[src/rtl/job_engine_pkg.sv]
package job_engine_pkg;
    typedef enum logic [2:0] {
        ST_IDLE   = 3'd0,
        ST_LOAD   = 3'd1,
        ST_EMIT   = 3'd2,
        ST_FLUSH  = 3'd3,
        ST_REPORT = 3'd4
    } eng_state_t;
endpackage

[src/rtl/job_in_port.sv]
module job_in_port #(
    parameter int N_IN = 4,
    parameter int AW   = 2
) (
    input  logic          clk,
    input  logic          rst_n,
    input  logic          enable,
    input  logic          src_valid,
    output logic          src_ready,
    output logic          wr_en,
    output logic [AW-1:0] wr_idx,
    output logic          all_in
);
    localparam int CW = $clog2(N_IN + 1);
    localparam logic [CW:0] LIMIT = (CW + 1)'(N_IN);

    logic [CW-1:0] cnt_q, cnt_nx;
    logic [CW:0]   pending;
    logic          rdy_q, rdy_prev_q;

    // a grant seen last cycle licenses this cycle's transfer
    assign wr_en     = enable && src_valid && rdy_prev_q;
    assign all_in    = wr_en && (cnt_q == CW'(N_IN - 1));
    assign wr_idx    = cnt_q[AW-1:0];
    assign src_ready = rdy_q;

    always_comb begin
        cnt_nx  = wr_en ? cnt_q + CW'(1) : cnt_q;
        pending = {1'b0, cnt_nx} + {{CW{1'b0}}, rdy_q};
    end

    always_ff @(posedge clk or negedge rst_n) begin
        if (!rst_n) begin
            cnt_q      <= '0;
            rdy_q      <= 1'b0;
            rdy_prev_q <= 1'b0;
        end else if (!enable) begin
            cnt_q      <= '0;
            rdy_q      <= 1'b0;
            rdy_prev_q <= 1'b0;
        end else begin
            cnt_q      <= cnt_nx;
            rdy_q      <= (pending < LIMIT);
            rdy_prev_q <= rdy_q;
        end
    end

    assert_ready_off_outside_load_R4: assert property (@(posedge clk) disable iff (!rst_n)
        !enable |-> !src_ready);
    assert_no_grant_after_fill_R4: assert property (@(posedge clk) disable iff (!rst_n)
        (cnt_q == CW'(N_IN)) |-> !src_ready);
    assert_count_bound_R4: assert property (@(posedge clk) disable iff (!rst_n)
        cnt_q <= CW'(N_IN));
endmodule

[src/rtl/job_result_store.sv]
module job_result_store #(
    parameter int BUS_W = 32,
    parameter int N_IN  = 4,
    parameter int AW    = 2,
    parameter bit ACCUM = 1'b1
) (
    input  logic             clk,
    input  logic             rst_n,
    input  logic             wr_en,
    input  logic [AW-1:0]    wr_idx,
    input  logic [BUS_W-1:0] wr_data,
    input  logic [AW-1:0]    rd_idx,
    output logic [BUS_W-1:0] rd_data
);
    logic [BUS_W-1:0] mem_q [N_IN];
    logic [BUS_W-1:0] word_in;

    generate
        if (ACCUM) begin : g_accum
            logic [BUS_W-1:0] acc_q;
            // index 0 restarts the running sum for a new job
            assign word_in = ((wr_idx == '0) ? '0 : acc_q) + wr_data;
            always_ff @(posedge clk or negedge rst_n) begin
                if (!rst_n)     acc_q <= '0;
                else if (wr_en) acc_q <= word_in;
            end
        end else begin : g_ident
            assign word_in = wr_data;
        end
    endgenerate

    always_ff @(posedge clk or negedge rst_n) begin
        if (!rst_n) begin
            for (int i = 0; i < N_IN; i++) mem_q[i] <= '0;
        end else if (wr_en) begin
            mem_q[wr_idx] <= word_in;
        end
    end

    assign rd_data = mem_q[rd_idx];
endmodule

[src/rtl/job_out_port.sv]
module job_out_port #(
    parameter int BUS_W = 32,
    parameter int N_IN  = 4,
    parameter int N_OUT = 4,
    parameter int AW    = 2
) (
    input  logic             clk,
    input  logic             rst_n,
    input  logic             enable,
    input  logic             dst_ready,
    input  logic [BUS_W-1:0] rd_data,
    output logic [AW-1:0]    rd_idx,
    output logic             dst_valid,
    output logic [BUS_W-1:0] dst_data,
    output logic             last_issue
);
    localparam int OCW = $clog2(N_OUT + 1);

    logic [OCW-1:0]   cnt_q;
    logic [AW-1:0]    ridx_q;
    logic             valid_q;
    logic [BUS_W-1:0] data_q;
    logic             issue;

    assign issue      = enable && dst_ready;
    assign last_issue = issue && (cnt_q == OCW'(N_OUT - 1));
    assign rd_idx     = ridx_q;
    assign dst_valid  = valid_q;
    assign dst_data   = data_q;

    always_ff @(posedge clk or negedge rst_n) begin
        if (!rst_n) begin
            cnt_q   <= '0;
            ridx_q  <= '0;
            valid_q <= 1'b0;
            data_q  <= '0;
        end else begin
            valid_q <= issue;
            if (issue) begin
                data_q <= rd_data;
                cnt_q  <= cnt_q + OCW'(1);
                ridx_q <= (ridx_q == AW'(N_IN - 1)) ? '0 : ridx_q + AW'(1);
            end else if (!enable) begin
                cnt_q  <= '0;
                ridx_q <= '0;
            end
        end
    end

    assert_valid_follows_ready_R5: assert property (@(posedge clk) disable iff (!rst_n)
        dst_valid |-> $past(dst_ready));
    assert_data_hold_R7: assert property (@(posedge clk) disable iff (!rst_n)
        !dst_valid |-> $stable(dst_data));
    assert_issue_bound_R10: assert property (@(posedge clk) disable iff (!rst_n)
        enable |-> (cnt_q < OCW'(N_OUT)));
endmodule

[src/rtl/job_engine_shell.sv]
module job_engine_shell
    import job_engine_pkg::*;
#(
    parameter int BUS_W = 32,
    parameter int N_IN  = 4,
    parameter int N_OUT = 4,
    parameter bit ACCUM = 1'b1
) (
    input  logic             clk,
    input  logic             rst_n,
    input  logic             kick,
    output logic             job_done,
    input  logic [BUS_W-1:0] in_data,
    input  logic             in_valid,
    output logic             in_ready,
    output logic [BUS_W-1:0] out_data,
    output logic             out_valid,
    input  logic             out_ready
);
    localparam int AW = (N_IN > 1) ? $clog2(N_IN) : 1;

    eng_state_t       state_q, state_nx;
    logic             load_en, emit_en;
    logic             wr_en, all_in, last_issue;
    logic [AW-1:0]    wr_idx, rd_idx;
    logic [BUS_W-1:0] rd_data;

    // state register
    always_ff @(posedge clk or negedge rst_n) begin
        if (!rst_n) state_q <= ST_IDLE;
        else        state_q <= state_nx;
    end

    always_comb begin
        state_nx = state_q;
        unique case (state_q)
            ST_IDLE:   if (kick)       state_nx = ST_LOAD;
            ST_LOAD:   if (all_in)     state_nx = ST_EMIT;
            ST_EMIT:   if (last_issue) state_nx = ST_FLUSH;
            ST_FLUSH:                  state_nx = ST_REPORT;
            ST_REPORT:                 state_nx = ST_IDLE;
            default:                   state_nx = ST_IDLE;
        endcase
    end

    // state-decoded outputs
    always_comb begin
        load_en  = (state_q == ST_LOAD);
        emit_en  = (state_q == ST_EMIT);
        job_done = (state_q == ST_REPORT);
    end

    job_in_port #(.N_IN(N_IN), .AW(AW)) u_in (
        .clk(clk), .rst_n(rst_n), .enable(load_en), .src_valid(in_valid),
        .src_ready(in_ready), .wr_en(wr_en), .wr_idx(wr_idx), .all_in(all_in)
    );

    job_result_store #(.BUS_W(BUS_W), .N_IN(N_IN), .AW(AW), .ACCUM(ACCUM)) u_store (
        .clk(clk), .rst_n(rst_n), .wr_en(wr_en), .wr_idx(wr_idx),
        .wr_data(in_data), .rd_idx(rd_idx), .rd_data(rd_data)
    );

    job_out_port #(.BUS_W(BUS_W), .N_IN(N_IN), .N_OUT(N_OUT), .AW(AW)) u_out (
        .clk(clk), .rst_n(rst_n), .enable(emit_en), .dst_ready(out_ready),
        .rd_data(rd_data), .rd_idx(rd_idx), .dst_valid(out_valid),
        .dst_data(out_data), .last_issue(last_issue)
    );

    assert_done_single_R8: assert property (@(posedge clk) disable iff (!rst_n)
        job_done |=> !job_done);
    assert_done_after_last_R8: assert property (@(posedge clk) disable iff (!rst_n)
        job_done |-> ($past(out_valid) && !out_valid));
    assert_idle_no_grant_R2: assert property (@(posedge clk) disable iff (!rst_n)
        (state_q == ST_IDLE) |-> !in_ready);
    assert_busy_kick_ignored_R9: assert property (@(posedge clk) disable iff (!rst_n)
        (state_q == ST_EMIT && kick) |=> (state_q != ST_LOAD));
endmodule

[config.mk]
export PLATFORM = sky130hd
export DESIGN_NAME = job_engine_shell
export DESIGN_NICKNAME = d
export VERILOG_FILES = /design/src/rtl/job_engine_pkg.sv /design/src/rtl/job_in_port.sv /design/src/rtl/job_result_store.sv /design/src/rtl/job_out_port.sv /design/src/rtl/job_engine_shell.sv
export SDC_FILE = /design/constraint.sdc
export NUM_CORES = 1
export LEC_CHECK = 0
export ABC_AREA = 1
export BUFFER_PORTS_ARGS = -buffer_cell sky130_fd_sc_hd__buf_2
export CORE_UTILIZATION = 55
export DETAILED_ROUTE_END_ITERATION = 16
export GPL_ROUTABILITY_DRIVEN = 0
export PLACE_DENSITY = 0.73
export SKIP_CTS_REPAIR_TIMING = 1
export SYNTH_ARGS = -nofsm -noshare
export SYNTH_HDL_FRONTEND = slang
export SYNTH_HIERARCHICAL = 1
export SYNTH_SLANG_ARGS = --single-unit
export TNS_END_PERCENT = 30
[constraint.sdc]
create_clock -name clk -period 7.4 [get_ports clk]
set_input_delay 0.74 -clock clk [delete_from_list [all_inputs] [get_ports clk]]
set_output_delay 0.74 -clock clk [all_outputs]
set_load 0.02 [all_outputs]
# Word level (Yosys, flattened, before mapping)
# Index checks and enable logic that the tools add are counted.
[totals] output_inout_bits=35 register_bits=206 rom_bits=0 mem_bits_rw=0 latch_bits=0 inputBits=37 wordCells=64 n_memories=0
[classes] n_reduce_logical=9 n_eq_ne=11 shifts=0 muxes=20 div_mod_pow=0 bitwise_logic=2 n_lt_le_gt_ge=4 multipliers=0 addsub=5
[ops] op="$bwmux W128" count=1
[ops] op="$mux W32" count=4
[ops] op="$bmux W32 S2" count=1
[ops] op="$demux W32 S2" count=1
[ops] op="$add A32 B32 Y32" count=1
[ops] op="$mux W3" count=7
[ops] op="$eq A3 B2 Y1 const B" count=4
[ops] op="$pmux W3 S4" count=1
[ops] op="$ne A2 B2 Y1 const B" count=4
[ops] op="$add A3 B1 Y3 const B" count=2
[ops] op="$ge A3 B3 Y1 const B" count=2
[ops] op="$logic_and A1 B1 Y1" count=6
[ops] op="$mux W2" count=3
[ops] op="$not A2 Y3" count=2
[ops] op="$add A3 B1 Y4" count=1
[ops] op="$lt A4 B3 Y1 const B" count=1
[ops] op="$eq A3 B1 Y1 const B" count=1
[ops] op="$eq A3 B3 Y1 const B" count=1
[ops] op="$logic_not A3 Y1" count=1
[ops] op="$lt A3 B1 Y1 const B" count=1
[ops] op="$reduce_and A3 Y1" count=1
[ops] op="$add A2 B1 Y2 const B" count=1
[ops] op="$eq A2 B2 Y1 const B" count=1
[ops] op="$logic_not A2 Y1" count=1
[ops] op="$mux W1" count=2

# Longest topological paths before layout
[logic_depth] ltp_word=7 ltp_mapped=17 ltp_nobuf=15

# By module
# The synthesis kept the hierarchy.
[by_module_without_submodules] module="job_result_store" n_inst=1 area_per_inst_um2=9377.7 cells_each=1355 seq_area_each_um2=4003.8
[by_module_without_submodules] module="job_out_port" n_inst=1 area_per_inst_um2=1547.7 cells_each=168 seq_area_each_um2=950.9
[by_module_without_submodules] module="job_in_port" n_inst=1 area_per_inst_um2=276.5 cells_each=34 seq_area_each_um2=125.1
[by_module_without_submodules] module="job_engine_shell" n_inst=1 area_per_inst_um2=170.2 cells_each=24 seq_area_each_um2=75.1

# Least setup slack after synthesis
# OpenSTA, ideal clock, no wires.
[synth_path] path_type="flip-flop to flip-flop" start="register u_in.cnt_q[0]" end="register u_store.g_accum.acc_q[20]" t_required_ns=7.269 path_buffers=2 t_arrival_ns=2.367 setup_ns=0.131 period_less_slack_ns=2.498 slack_ns=4.902 path_stages_with_launch=14 cell_sequence="dfrtp_1 > buf_4 > nor2_1 > clkbuf_1 > nor2_1 > fa_1 > nand3_1 > nand3_1 > nand3_1 > nand3_1 > nand2_1 > nand3_1 > nand3_1 > o21ai_0"
[synth_between] elab_chain_cells=3
[synth_rtl] element="start: declaration" line_no="job_in_port.sv:17" text="logic [CW-1:0] cnt_q, cnt_nx;"
[synth_rtl] element="start signal: assignment" line_no="job_in_port.sv:42" text="cnt_q <= cnt_nx;"
[synth_rtl] element="$logic_not A2 Y1" line_no="job_result_store.sv:22" text="assign word_in = ((wr_idx == '0) ? '0 : acc_q) + wr_data;"
[synth_rtl] element="$mux W32" line_no="job_result_store.sv:22"
[synth_rtl] element="$add A32 B32 Y32" line_no="job_result_store.sv:22"
[synth_rtl] element="end signal: assignment" line_no="job_result_store.sv:25" text="else if (wr_en) acc_q <= word_in;"
[synth_rtl] element="end: declaration" line_no="job_result_store.sv:20" text="logic [BUS_W-1:0] acc_q;"
# No other way between the ends.
# A chain may end at the register's enable or synchronous reset.

# Worst setup path after layout
[layout_path] start="register state_q[2]" end="register u_store/mem_q[10] (netlist name)"
[layout_between] elab_chain_cells=3
[layout_rtl] element="start: declaration" line_no="job_engine_shell.sv:22" text="eng_state_t state_q, state_nx;"
[layout_rtl] element="start signal: assignment" line_no="job_engine_shell.sv:31" text="else state_q <= state_nx;"
[layout_rtl] element="$eq A3 B1 Y1" line_no="job_engine_shell.sv:48" text="load_en = (state_q == ST_LOAD);"
[layout_rtl] element="net load_en" line_no="job_engine_shell.sv:23" text="logic load_en, emit_en;"
[layout_rtl] element="$logic_and A1 B1 Y1 (2 in a row)" line_no="job_in_port.sv:22" text="assign wr_en = enable && src_valid && rdy_prev_q;"
[layout_rtl] element="net wr_en" line_no="job_engine_shell.sv:24" text="logic wr_en, all_in, last_issue;"
[layout_rtl] element="end signal: indexed assignment" line_no="job_result_store.sv:36" text="mem_q[wr_idx] <= word_in;"
[layout_rtl] element="end: declaration" line_no="job_result_store.sv:15" text="logic [BUS_W-1:0] mem_q [N_IN];"
# The timed path passes the listed nets, and every way through them passes these cells.

==> results.toml <==
[clocking]
cts_sinks = 206
clk_latency_ns = 0.50
cts_tree = "built"
root_buffer = "clkbuf_16"
cts_buffers = 23
max-clock-path-buffers = 3
h-tree-depth = 1
path_clk_slew_ns = 0.06

[floorplan]
io_pins = 72
fp.dieW_um = 145.8
dieArea_um2 = 21260
rows = 52
fp.dieH_um = 145.8
core_um2 = 20230
initial_core_util_pct = 56.20

[synthesis]
yosys_warnings = 6
synth_top_area_share_pct = 45.33
yosys-top-cells-count = "nand2_1, dfrtp_1, inv_1, nor2_1, o21ai_0"
synth_cell_types = 36
avgSynthCellArea_um2 = 7.193
synthesis.instances = 1581
synth_edf_count = 0
ys_seq_elements = 206
synthesis.nets = 1655
seq_area_frac_synth_pct = 45.33
synth_top_cell_by_area = "dfrtp_1"
async_flop_share_pct = 100.0
syn_area_um2 = 11370
synth_area_leaders = "dfrtp_1, nand2_1, o21ai_0"
ys.flop_type = "dfrtp_1"
yosysMostFrequentCell = "nand2_1"

[min_path]
hp-class = "primary input to async pin"

[run_status]
outcome = "completed"

[final_layout]
nNetsFinal = 1699
drive_gt1_share_pct = 9.634
stdcell_count = 1910
multiInputGateArea_um2 = 5249
syn_to_final_growth_pct = 10.64
seq_area_um2 = 5156
antenna_cells = 0
fill_cells = 1876

[grt]
grt_pass1_vias = 9648
grt_max_degree = 76
antenna_found_initial = 0
overflow = 0
grt_pass1_wl_um = 48370
grtUsageTotal_pct = 28.42

[critical_path]
required_ns = 7.74
crit_arrival_ns = 3.73
slowest_delay_ns = 0.66
crit_buf_inv = 6
critPathSlowestCell = "inv_2"
worstSetupPathType = "flip-flop to flip-flop"
worstPathCellList = "inv_1, nand3_1, inv_1, nand3_2, clkinv_2, inv_2, nor3_2, buf_4, inv_2, o21ai_0"
cp-end-kind = "flip-flop"
critical-path-top-delay-family = "buffers and inverters"
cp_max_fo = 44
start_kind = "flip-flop"

[route]
ant_nets = 0
dr.pass1.iters = 5
vias = 10106
drt-total-wl_um = 29400
drtIter0Drc = 734
viasPerCell = 5.291
drc = 0
wl_per_cell_um = 15.39

[sta]
fmax_mhz = 294.7
hold_ws_ns = 0.2139
fin_tns_setup_ns = 0
finClkSkew_ns = 0.007769
rsz0062_at_grt = "false"
min_period_ns = 3.393
min_period_over_period_pct = 45.85
setup_viol = 0
hold_viol = 0
slew_viol_final = 0
slew_headroom_pct = 21.87
tightest_slew_ns = 1.171

[placed_design]
place_inst = 1870
dpl.hpwl_um = 19920
io_buffers = 71

[power]
vdd_ir_drop_max_v = 0.0001188
leakage_nw = 7.142
p_per_area_nw_per_um2 = 284.1
p_total_mw = 3.574

[flow_run]
maxCapViolations = 0
[power breakdown]
part	internal [mW]	switching [mW]	leakage [nW]	total (mW)
registers	1.38	0.134	2.77	1.52
clock network	0.640	0.442	0.353	1.08
logic	0.318	0.659	4.02	0.977
total	2.34	1.23	7.14	3.57
[worst register-to-register path: cells and delay by family, from the launching register on]
kind | cells | cell delay, ns
buffers and inverters | 6 | 2.16
and+or+nand+nor | 3 | 0.44
DFF | 1 | 0.40
AOI/OAI and AO/OA | 1 | 0.24
[placed cells by master, fill, tap and decap left out, types with 8 or more instances in the layout]
cell type / instances
nand2_1: 598
dfrtp_1: 205
inv_1: 172
nor2_1: 143
o21ai_0: 132
nand3_1: 106
buf_2: 70
ha_1: 36
o22ai_1: 32
clkbuf_16: 23
a21oi_1: 19
nand2_2: 18
buf_4: 10
xnor2_1: 10
clkbuf_8: 8
[per-layer routing]
metal | share of wire (%) | vias to the layer above | track usage [%]
li1 | - | 5020 | -
met1 | 46 | 4746 | 40.94
met2 | 45 | 314 | 44.43
met4 | 1.4 | 0 | 6.368
met3 | 7.9 | 26 | 5.611
met5 | 0 | - | 0
[cell type report]
type                    instances  share of cell area, %
clock buffers                  36                  5.519
multi-input cells            1132                  41.72
clock inverters                 4                 0.1790
repair buffers                 81                  3.490
inverters                     181                  5.430
flip-flops and latches        206                  40.98
well taps                     270                  2.685
[kinds of logic after synthesis]
family / synth area share [%]
AO/OA/AOI/OAI: 8.758
XOR/XNOR: 1.496
adder cells (fa/ha/maj): 4.137
buffers and inverters: 8.538
flip-flops: 45.33
AND/OR/NAND/NOR: 31.74
[path summary, 6_finish.rpt]
kind | to | slack [ns] | cells after the start | startpoint
worst max-delay path | u_store/mem_q[10] | 4.01 | 10 | state_q[2]
min in group clk | u_out/dst_data[14] | 0.47 | 2 | u_out/dst_data[14]
worst max register to register | u_store/mem_q[10] | 4.01 | 10 | state_q[2]
worst min-delay path | state_q[0] | 0.21 | 1 | rst_n
worst min register to register | u_out/dst_data[14] | 0.47 | 2 | u_out/dst_data[14]
max in group asynchronous | u_store/mem_q[28] | 5.82 | 2 | rst_n
[flip-flops by register name, summed over array words and instances (netlist names)]
register	flops
u_out/rd_idx	2
u_store/g_accum.acc_q	32
u_in/cnt_q	3
u_out/dst_data	32
u_store/mem_q	128
u_in/src_ready	1
state_q	3
u_out/cnt_q	3
u_out/dst_valid	1
u_in/rdy_prev_q	1
[per-stage QoR]
stage	cell area, um2	setup slack, ns	utilization [%]
2_1_floorplan	11370	4.902	-
6_report	12580	4.007	62.18
3_5_place_dp	11870	3.988	58.64
4_1_cts	12580	4.037	62.18
3_3_place_gp	11870	4.064	58.64
5_1_grt	12580	3.677	62.18
No activity file was read; power rests on OpenSTA's default activity.
